## src/rtl/adc_scan_pkg.sv

```systemverilog
package adc_scan_pkg;
  typedef enum logic [1:0] {
    ST_IDLE = 2'd0,
    ST_REQ  = 2'd1,
    ST_WAIT = 2'd2
  } scan_st_e;

  localparam logic [1:0] RA_MASK = 2'd0;
  localparam logic [1:0] RA_THR  = 2'd1;
  localparam logic [1:0] RA_CTRL = 2'd2;
  localparam logic [1:0] RA_PTR  = 2'd3;
endpackage

```

## src/rtl/scan_lowest_pick.sv

```systemverilog
module scan_lowest_pick #(
  parameter int N  = 24,
  parameter int IW = 5
) (
  input  logic [N-1:0]  vec,
  output logic          found,
  output logic [IW-1:0] idx
);
  logic [N-1:0] below;
  logic [N-1:0] onehot;

  // below[i] is set when any bit under position i is set
  generate
    for (genvar i = 0; i < N; i++) begin : g_below
      if (i == 0) begin : g_first
        assign below[i] = 1'b0;
      end else begin : g_rest
        assign below[i] = below[i-1] | vec[i-1];
      end
    end
  endgenerate

  assign onehot = vec & ~below;
  assign found  = |vec;

  always_comb begin
    idx = '0;
    for (int i = 0; i < N; i++) begin
      if (onehot[i]) idx = idx | IW'(i);
    end
  end
endmodule

```

## src/rtl/scan_thr_cnt.sv

```systemverilog
module scan_thr_cnt #(
  parameter int THR_W = 8
) (
  input  logic             clk,
  input  logic             rst_n,
  input  logic             load,
  input  logic [THR_W-1:0] load_val,
  input  logic             dec,
  input  logic             blk_en,
  output logic [THR_W-1:0] cnt,
  output logic             irq,
  output logic             blk
);
  logic [THR_W-1:0] cnt_q, cnt_d;
  logic             irq_q, blk_q, hit;

  assign hit = dec && !load && (cnt_q == THR_W'(1));

  always_comb begin
    cnt_d = cnt_q;
    if (load)                         cnt_d = load_val;
    else if (dec && cnt_q != '0)      cnt_d = cnt_q - THR_W'(1);
  end

  always_ff @(posedge clk or negedge rst_n) begin
    if (!rst_n) begin
      cnt_q <= '0;
      irq_q <= 1'b0;
      blk_q <= 1'b0;
    end else begin
      cnt_q <= cnt_d;
      irq_q <= hit;
      blk_q <= hit && blk_en;
    end
  end

  assign cnt = cnt_q;
  assign irq = irq_q;
  assign blk = blk_q;
endmodule

```

## src/rtl/adc_scan_seq.sv

```systemverilog
module adc_scan_seq
  import adc_scan_pkg::*;
#(
  parameter int NUM_CH    = 24,
  parameter int DATA_W    = 12,
  parameter int BUF_DEPTH = 16,
  parameter int THR_W     = 8,
  localparam int CH_W     = $clog2(NUM_CH),
  localparam int PTR_W    = $clog2(BUF_DEPTH),
  localparam int ENT_W    = CH_W + DATA_W
) (
  input  logic              clk,
  input  logic              rst_n,
  input  logic              reg_we,
  input  logic [1:0]        reg_addr,
  input  logic [31:0]       reg_wdata,
  output logic [31:0]       reg_rdata,
  input  logic              trig,
  output logic              conv_start,
  output logic [CH_W-1:0]   conv_ch,
  input  logic              conv_done,
  input  logic [DATA_W-1:0] conv_data,
  output logic              buf_we,
  output logic [PTR_W-1:0]  buf_addr,
  output logic [ENT_W-1:0]  buf_wdata,
  output logic              thr_irq,
  output logic              blk_req
);
  logic rst_meta, rst_sync;

  // asynchronous assert, synchronous release
  always_ff @(posedge clk or negedge rst_n) begin
    if (!rst_n) begin
      rst_meta <= 1'b0;
      rst_sync <= 1'b0;
    end else begin
      rst_meta <= 1'b1;
      rst_sync <= rst_meta;
    end
  end

  scan_st_e          st_q, st_d;
  logic [NUM_CH-1:0] mask_q, mask_d, pend_q, pend_d, pend_left;
  logic [PTR_W-1:0]  ptr_q, ptr_d;
  logic [CH_W-1:0]   ch_q, ch_d;
  logic              dma_en_q, dma_en_d;
  logic              mask_wr, busy, store, pick_found;
  logic [CH_W-1:0]   pick_idx;
  logic [NUM_CH-1:0] new_mask;
  logic [THR_W-1:0]  thr_cnt;

  assign mask_wr  = reg_we && (reg_addr == RA_MASK);
  assign new_mask = reg_wdata[NUM_CH-1:0];
  assign busy     = (st_q != ST_IDLE);
  assign store    = (st_q == ST_WAIT) && conv_done && !mask_wr;
  assign pend_left = pend_q & ~(NUM_CH'(1) << ch_q);

  scan_lowest_pick #(.N(NUM_CH), .IW(CH_W)) u_pick (
    .vec   (pend_q),
    .found (pick_found),
    .idx   (pick_idx)
  );

  scan_thr_cnt #(.THR_W(THR_W)) u_thr (
    .clk      (clk),
    .rst_n    (rst_sync),
    .load     (reg_we && (reg_addr == RA_THR)),
    .load_val (reg_wdata[THR_W-1:0]),
    .dec      (store),
    .blk_en   (dma_en_q),
    .cnt      (thr_cnt),
    .irq      (thr_irq),
    .blk      (blk_req)
  );

  always_comb begin
    st_d     = st_q;
    pend_d   = pend_q;
    ptr_d    = ptr_q;
    ch_d     = ch_q;
    mask_d   = mask_q;
    dma_en_d = dma_en_q;

    case (st_q)
      ST_IDLE: begin
        if (trig && (mask_q != '0)) begin
          pend_d = mask_q;
          st_d   = ST_REQ;
        end
      end
      ST_REQ: begin
        if (pick_found) begin
          ch_d = pick_idx;
          st_d = ST_WAIT;
        end else begin
          st_d = ST_IDLE;
        end
      end
      ST_WAIT: begin
        if (store) begin
          ptr_d  = (ptr_q == PTR_W'(BUF_DEPTH - 1)) ? '0 : ptr_q + PTR_W'(1);
          pend_d = pend_left;
          st_d   = (pend_left != '0) ? ST_REQ : ST_IDLE;
        end
      end
      default: st_d = ST_IDLE;
    endcase

    if (mask_wr) begin
      mask_d = new_mask;
      if (new_mask == '0) begin
        pend_d = '0;
        st_d   = ST_IDLE;
      end else if (busy) begin
        pend_d = new_mask;
        ptr_d  = '0;
        st_d   = ST_REQ;
      end
    end

    if (reg_we && (reg_addr == RA_CTRL)) dma_en_d = reg_wdata[0];
  end

  always_ff @(posedge clk or negedge rst_sync) begin
    if (!rst_sync) begin
      st_q     <= ST_IDLE;
      pend_q   <= '0;
      ptr_q    <= '0;
      ch_q     <= '0;
      mask_q   <= '0;
      dma_en_q <= 1'b0;
    end else begin
      st_q     <= st_d;
      pend_q   <= pend_d;
      ptr_q    <= ptr_d;
      ch_q     <= ch_d;
      mask_q   <= mask_d;
      dma_en_q <= dma_en_d;
    end
  end

  assign conv_start = (st_q == ST_REQ) && pick_found && !mask_wr;
  assign conv_ch    = pick_idx;
  assign buf_we     = store;
  assign buf_addr   = ptr_q;
  assign buf_wdata  = {ch_q, conv_data};

  always_comb begin
    case (reg_addr)
      RA_MASK: reg_rdata = 32'(mask_q);
      RA_THR:  reg_rdata = 32'(thr_cnt);
      RA_CTRL: reg_rdata = 32'(dma_en_q);
      default: reg_rdata = 32'(ptr_q);
    endcase
  end
endmodule

```

## config.mk

```make
export PLATFORM = sky130hd
export DESIGN_NAME = adc_scan_seq
export DESIGN_NICKNAME = d
export VERILOG_FILES = /design/src/rtl/adc_scan_pkg.sv /design/src/rtl/scan_lowest_pick.sv /design/src/rtl/scan_thr_cnt.sv /design/src/rtl/adc_scan_seq.sv
export SDC_FILE = /design/constraint.sdc
export NUM_CORES = 1
export LEC_CHECK = 0
export ABC_AREA = 1
export ABC_CLOCK_PERIOD_IN_PS = 5000
export BUFFER_PORTS_ARGS = -buffer_cell sky130_fd_sc_hd__buf_2
export CELL_PAD_IN_SITES_DETAIL_PLACEMENT = 1
export CELL_PAD_IN_SITES_GLOBAL_PLACEMENT = 1
export CORE_AREA = 8 8 120 122
export CTS_CLUSTER_DIAMETER = 40
export DETAILED_ROUTE_END_ITERATION = 16
export DIE_AREA = 0 0 128 130
export GPL_TIMING_DRIVEN = 0
export PLACE_DENSITY = 0.84
export REMOVE_ABC_BUFFERS = 1
export SLEW_MARGIN = 20
export SYNTH_ARGS = -nofsm -noshare
export SYNTH_HDL_FRONTEND = slang
export SYNTH_SLANG_ARGS = --single-unit
```

## constraint.sdc

```tcl
create_clock -name clk -period 5 [get_ports clk]
set_input_delay 0.25 -clock clk [delete_from_list [all_inputs] [get_ports clk]]
set_output_delay 0.25 -clock clk [all_outputs]
set_load 0.02 [all_outputs]
```

-- After elaboration in Yosys (flattened, before gate mapping)
Index checks and enable logic that the tools add are counted.
- register bits after elaboration: 72
- bits in latches: 0
- memory bits (writable): 0
- ROM bits: 0
- bits of input ports: 51
- output and inout port bits: 62
- word-level logic and storage cells: 116
- memories kept: 0
- add/sub/neg operators: 2
- multipliers: 0
- div/mod/pow operators: 0
- $lt $le $gt $ge: 0
- equal/unequal tests: 6
- shifts and indexed selects: 1
- multiplexer cells: 46
- bitwise operators: 26
- reduce and logical (&&, ||, !) cells: 24
- operator list (operator ; number):
    24-bit 2-to-1 mux ; 5
    24-bit one-hot mux with 3 select lines ; 1
    4-bit 2-to-1 mux ; 14
    24-bit bitwise AND ; 2
    24-bit inverter ; 2
    24-bit one-hot mux with 2 select lines ; 1
    24-bit nonzero test ; 2
    5-bit 2-to-1 mux ; 8
    24-bit zero test ; 1
    24-bit OR reduction ; 1
    1-bit by 5-bit left shift with 24-bit output, first input constant ; 1
    1-bit OR ; 22
    2-bit 2-to-1 mux ; 8
    8-bit 2-to-1 mux ; 2
    1-bit logical AND ; 12
    3-bit 2-to-1 mux ; 4
    8-bit by 1-bit == test with 1-bit output, second input constant ; 1
    8-bit nonzero test ; 1
    8-bit by 1-bit subtractor with 8-bit output, second input constant ; 1
    2-bit one-hot mux with 3 select lines ; 1
    4-bit by 1-bit adder with 4-bit output, second input constant ; 1
    2-bit by 1-bit == test with 1-bit output, second input constant ; 2
    2-bit == test, second input constant ; 2
    4-bit == test, second input constant ; 1
    5 further kinds ; 9

-- Depth between registers and ports, before layout
- depth in word-level cells: 47
- depth in mapped cells: 15

-- Cells and area by module
Synthesis repeated with hierarchy kept, for this count alone.
- cells, all modules: 886
- area, all modules: 5640.4 sq um
- by module, submodules not included (module ; times used ; cells an instance ; area each (sq um) ; sequential area each (sq um)):
    adc_scan_seq ; 1 ; 696 ; 4485.6 ; 1551.5
    scan_thr_cnt ; 1 ; 96 ; 691.9 ; 250.2
    scan_lowest_pick ; 1 ; 94 ; 462.9 ; 0.0

-- Least setup slack after synthesis
OpenSTA, ideal clock, no wires.
- kind: register -> output
- from: register pend_q[0]
- to: output port conv_ch[3]
- arrival: 1.458 ns
- required time: 4.750 ns
- path slack: 3.292 ns
- cell stages (with the launch flop): 8
- path buffers: 0
- cell sequence: dfrtp_1 > nor2_2 > nand2_1 > nor2_4 > nand2_2 > nor2_4 > nand2_2 > o211ai_1
- word-level cells in the longest chain between the ends: 25
- RTL lines (item ; line ; text):
    from (decl) ; adc_scan_seq.sv:43 ; logic [NUM_CH-1:0] mask_q, mask_d, pend_q, pend_d, pend_left;
    from (signal assigned) ; adc_scan_seq.sv:134 ; pend_q <= pend_d;
    1-bit OR (*) (7 in a row) ; scan_lowest_pick.sv:18 ; assign below[i] = below[i-1] | vec[i-1];
    24-bit inverter (*) ; scan_lowest_pick.sv:23 ; assign onehot = vec & ~below;
    24-bit bitwise AND (*) ; scan_lowest_pick.sv:23 ;
    4-bit 2-to-1 mux, or another cell as far along (6 in a row) ; scan_lowest_pick.sv:29 ; if (onehot[i]) idx = idx | IW'(i);
    4-bit 2-to-1 mux or 24-bit bitwise AND (tied branches) ; scan_lowest_pick.sv:29, scan_lowest_pick.sv:23 ;
    4-bit 2-to-1 mux (*) ; scan_lowest_pick.sv:29 ;
    5-bit 2-to-1 mux (*) (8 in a row) ; scan_lowest_pick.sv:29 ;
    to (decl) ; adc_scan_seq.sv:20 ; output logic [CH_W-1:0] conv_ch,
Every way passes the cells marked *; elsewhere a longest branch is shown, timed or not.

-- Final worst setup path
- from: register st_q[0]
- to: register pend_q[17]
- word-level cells in the longest chain between the ends: 8
- RTL lines (item ; line ; text):
    from (decl) ; adc_scan_seq.sv:42 ; scan_st_e st_q, st_d;
    from (signal assigned) ; adc_scan_seq.sv:133 ; st_q <= st_d;
    2-bit == test ; adc_scan_seq.sv:55, adc_scan_seq.sv:84 ;
    1-bit logical AND (2 in a row) ; adc_scan_seq.sv:55 ; assign store = (st_q == ST_WAIT) && conv_done && !mask_wr;
    24-bit 2-to-1 mux ; adc_scan_seq.sv:100 ; if (store) begin
    24-bit one-hot mux with 2 select lines ; adc_scan_seq.sv:84 ; case (st_q)
    24-bit 2-to-1 mux ; adc_scan_seq.sv:114 ; end else if (busy) begin
    24-bit 2-to-1 mux ; adc_scan_seq.sv:111 ; if (new_mask == '0) begin
    24-bit 2-to-1 mux (*) ; adc_scan_seq.sv:109 ; if (mask_wr) begin
    net pend_d[17] ; adc_scan_seq.sv:43 ;
Mark *: on every way through the listed nets, which the timed path passes. The rest lies on a longest branch.
A chain may end at the register's enable or synchronous reset.

==> metrics.cfg <==
[place]
place_congestion = 0.904
placed_cell_area_sq_um = 5470
hpwlAfterDp_um = 13800
port_buffers = 72

[final_layout]
area_growth_pct = 12.3
drive_gt1_share_pct = 16.5
layout_commonest_cell = nand2_1
final_area_sq_um = 5770
nNetsFinal = 862
num_antenna_cells = 0
final_cell_mix = nand2_1, inv_1, buf_2

[setup_path]
cp_max_fo = 20
cp_slowest_cell = nand3_1
crit_type = reg2reg
worstRegToRegCells = 7
arrival_ps = 3410
critPathMaxStageDelay_ps = 850
r2r-start = st_q[0]$_DFF_PN0_
crit_buf_inv = 1
crit_top_cell = nand2_1
cp-end-kind = register
cp_cell_sequence = nor2_2 > nand3_1 > inv_1 > o21ai_0 > nand2_1 > nand2_1 > nand2_1
r2r_slack_ps = 1870
worstSetupStartpointType = register
worst_ep_required_time_ps = 5290
cp_top_family = simple AND/OR/NAND/NOR gates
r2r-end = pend_q[17]$_DFF_PN0_

[sta]
finalCriticalPeriod_ps = 3130
slew-limit-headroom_pct = 37.5
setup_viol = 0
timing.fmax_mhz = 320
finalHoldViolations = 0
finalCritPeriodShare_pct = 62.5
finalSetupTns_ps = 0
worst_slew_pin_slew_ps = 935
slew_viol_final = 0
rsz0062_at_grt = no
finalClockSkew_ps = 7.97

[synth]
synth.mux.area_fraction_pct = 0
ys_ff_latch = 72
syn_area_sq_um = 5130
synth_simple_gate_area_share_pct = 35.2
yosys_warnings = 0
synth.distinct_cells = 39
synth_top_family_by_area = simple AND/OR/NAND/NOR gates
synth-adder-area-share_pct = 0.975
synth_seq_area_share_pct = 35.1
synthCells = 760
synthArstFlopShare_pct = 100
avgSynthCellArea_sq_um = 6.75
synth_edf_count = 0
synthXorXnorAreaFrac_pct = 0.512
synthFlopType = dfrtp_1
synth-compound-area-share_pct = 14.5

[cts]
postCtsSetupBuffers = 0
clock_path_buffers = 2
cts.clk_slew.worst_paths_ps = 60
cts_resized = 0
clk_latency_ps = 350
numCtsBuffers = 9
clock-root-buffer = clkbuf_16
holdBufCountCts = 1
cts_max_level = 3
cts.sinks = 72
cts_tree = built

[hold_path]
hold_start = reg_wdata[20]
whs_endpoint = pend_q[20]$_DFF_PN0_
min_path_cells = 3
hp-class = in2reg

[floorplanning]
die_y_um = 130
io_pins = 113
start_util_pct = 41.3
core-area_sq_um = 12400
rows = 41
design.die.area_sq_um = 16600
die_x_um = 128

[detailed_routing]
viasPerCell = 5.49
dr.pass1.iters = 5
wl_um = 18200
ant_nets = 0
drc_errors = 0
vias = 5401
routedWlPerCell_um = 18.5
dr.first_iter.drc_count = 331

[pwr]
p_per_area_nw_per_um2 = 496
p_leak_nw = 2.97
ir_drop_mv = 0.206

[global_route]
grt_pass1_vias = 5811
antenna_found_initial = 0
grt_max_degree = 60
gr-usage-all-layers_pct = 22.8
grt_pass1_wl_um = 29700
overflow = 0

[flow_run]
maxCapViolCount = 0

[run_status]
status = complete, no violations

flip-flops by register name (all words and copies together), names as in the netlist:
name / flops
u_thr.blk: 1
u_thr.cnt: 8
rst_meta: 1
mask_q: 24
st_q: 2
dma_en_q: 1
pend_q: 24
rst_sync: 1
u_thr.irq: 1
ch_q: 5
buf_addr: 4
area by class of cell:
class	instances	area, sq um
clock buffers	11	243
clock inverters	4	45.0
fillers	1665	6650
inverters	108	408
multi-input cells	542	2660
flip-flops and latches	72	1810
well taps	172	215
repair buffers	74	390
per-layer routing:
layer	global-route usage (%)	share of wire [%]
met2	38.7	48
met4	12.4	3.9
met3	4.08	5.2
met1	26.9	43
met5	0	0
cells in the mapped netlist (all sizes together) (2+ instances only):
cell | instances | area [sq um]
nand2 | 211 | 827
inv | 107 | 404
nor2 | 88 | 403
dfrtp | 72 | 1800
nand3 | 65 | 350
o21ai | 46 | 230
a21oi | 45 | 225
buf | 39 | 270
nand4 | 26 | 163
o211ai | 15 | 128
o22ai | 10 | 62.6
o221ai | 7 | 61.3
clkbuf | 6 | 22.5
nor3 | 6 | 40.0
ha | 4 | 50.1
conb | 2 | 7.51
xor2 | 2 | 17.5
power breakdown:
part / leakage, nW / switching [W] / internal, W / total (W)
sequential: 0.851 / 0.000235 / 0.000760 / 0.000995
combinational: 1.98 / 0.000839 / 0.000372 / 0.00121
clock: 0.145 / 0.000259 / 0.000395 / 0.000653
how the worst max path moves through the flow:
stage	cells past startpoint	endpoint	start
after detailed placement	7	pend_q[20]$_DFF_PN0_	st_q[0]$_DFF_PN0_
after global routing	7	pend_q[17]$_DFF_PN0_	st_q[0]$_DFF_PN0_
after global placement	7	pend_q[17]$_DFF_PN0_	st_q[0]$_DFF_PN0_
after floorplan	6	pend_q[1]$_DFF_PN0_	st_q[0]$_DFF_PN0_
after CTS	7	pend_q[21]$_DFF_PN0_	st_q[0]$_DFF_PN0_
final	7	pend_q[17]$_DFF_PN0_	st_q[0]$_DFF_PN0_
cells by family (layout without fill, tap and decap cells):
group	count (synthesis)	count (layout)
simple gates	399	399
fa+ha+maj	4	4
xor+xnor	3	3
flops	72	72
other cells	2	9
buf+inv	153	197
compound gates	127	127
metrics by stage:
| stage | total power (W) | hold slack, ps | std cells | setup WS [ps] | utilization (%) |
|---|---|---|---|---|---|
| 2_1_floorplan | 0.00177 | -45.6 | 722 | 2650 | - |
| 3_3_place_gp | 0.00211 | 36.1 | 966 | 1570 | 43.8 |
| 3_5_place_dp | 0.00219 | 38.9 | 967 | 1970 | 44.0 |
| 4_1_cts | 0.00286 | 140 | 983 | 1930 | 46.4 |
| 5_1_grt | 0.00306 | 159 | 983 | 1630 | 46.4 |
| 6_report | 0.00286 | 142 | 983 | 1870 | 46.4 |
tightest hold or removal path, cell delays in order:
cell     delay [ps]
buf_2           100
nand2_1          50
nand2_1          60
Note: power is estimated with default switching activity, not from simulation.
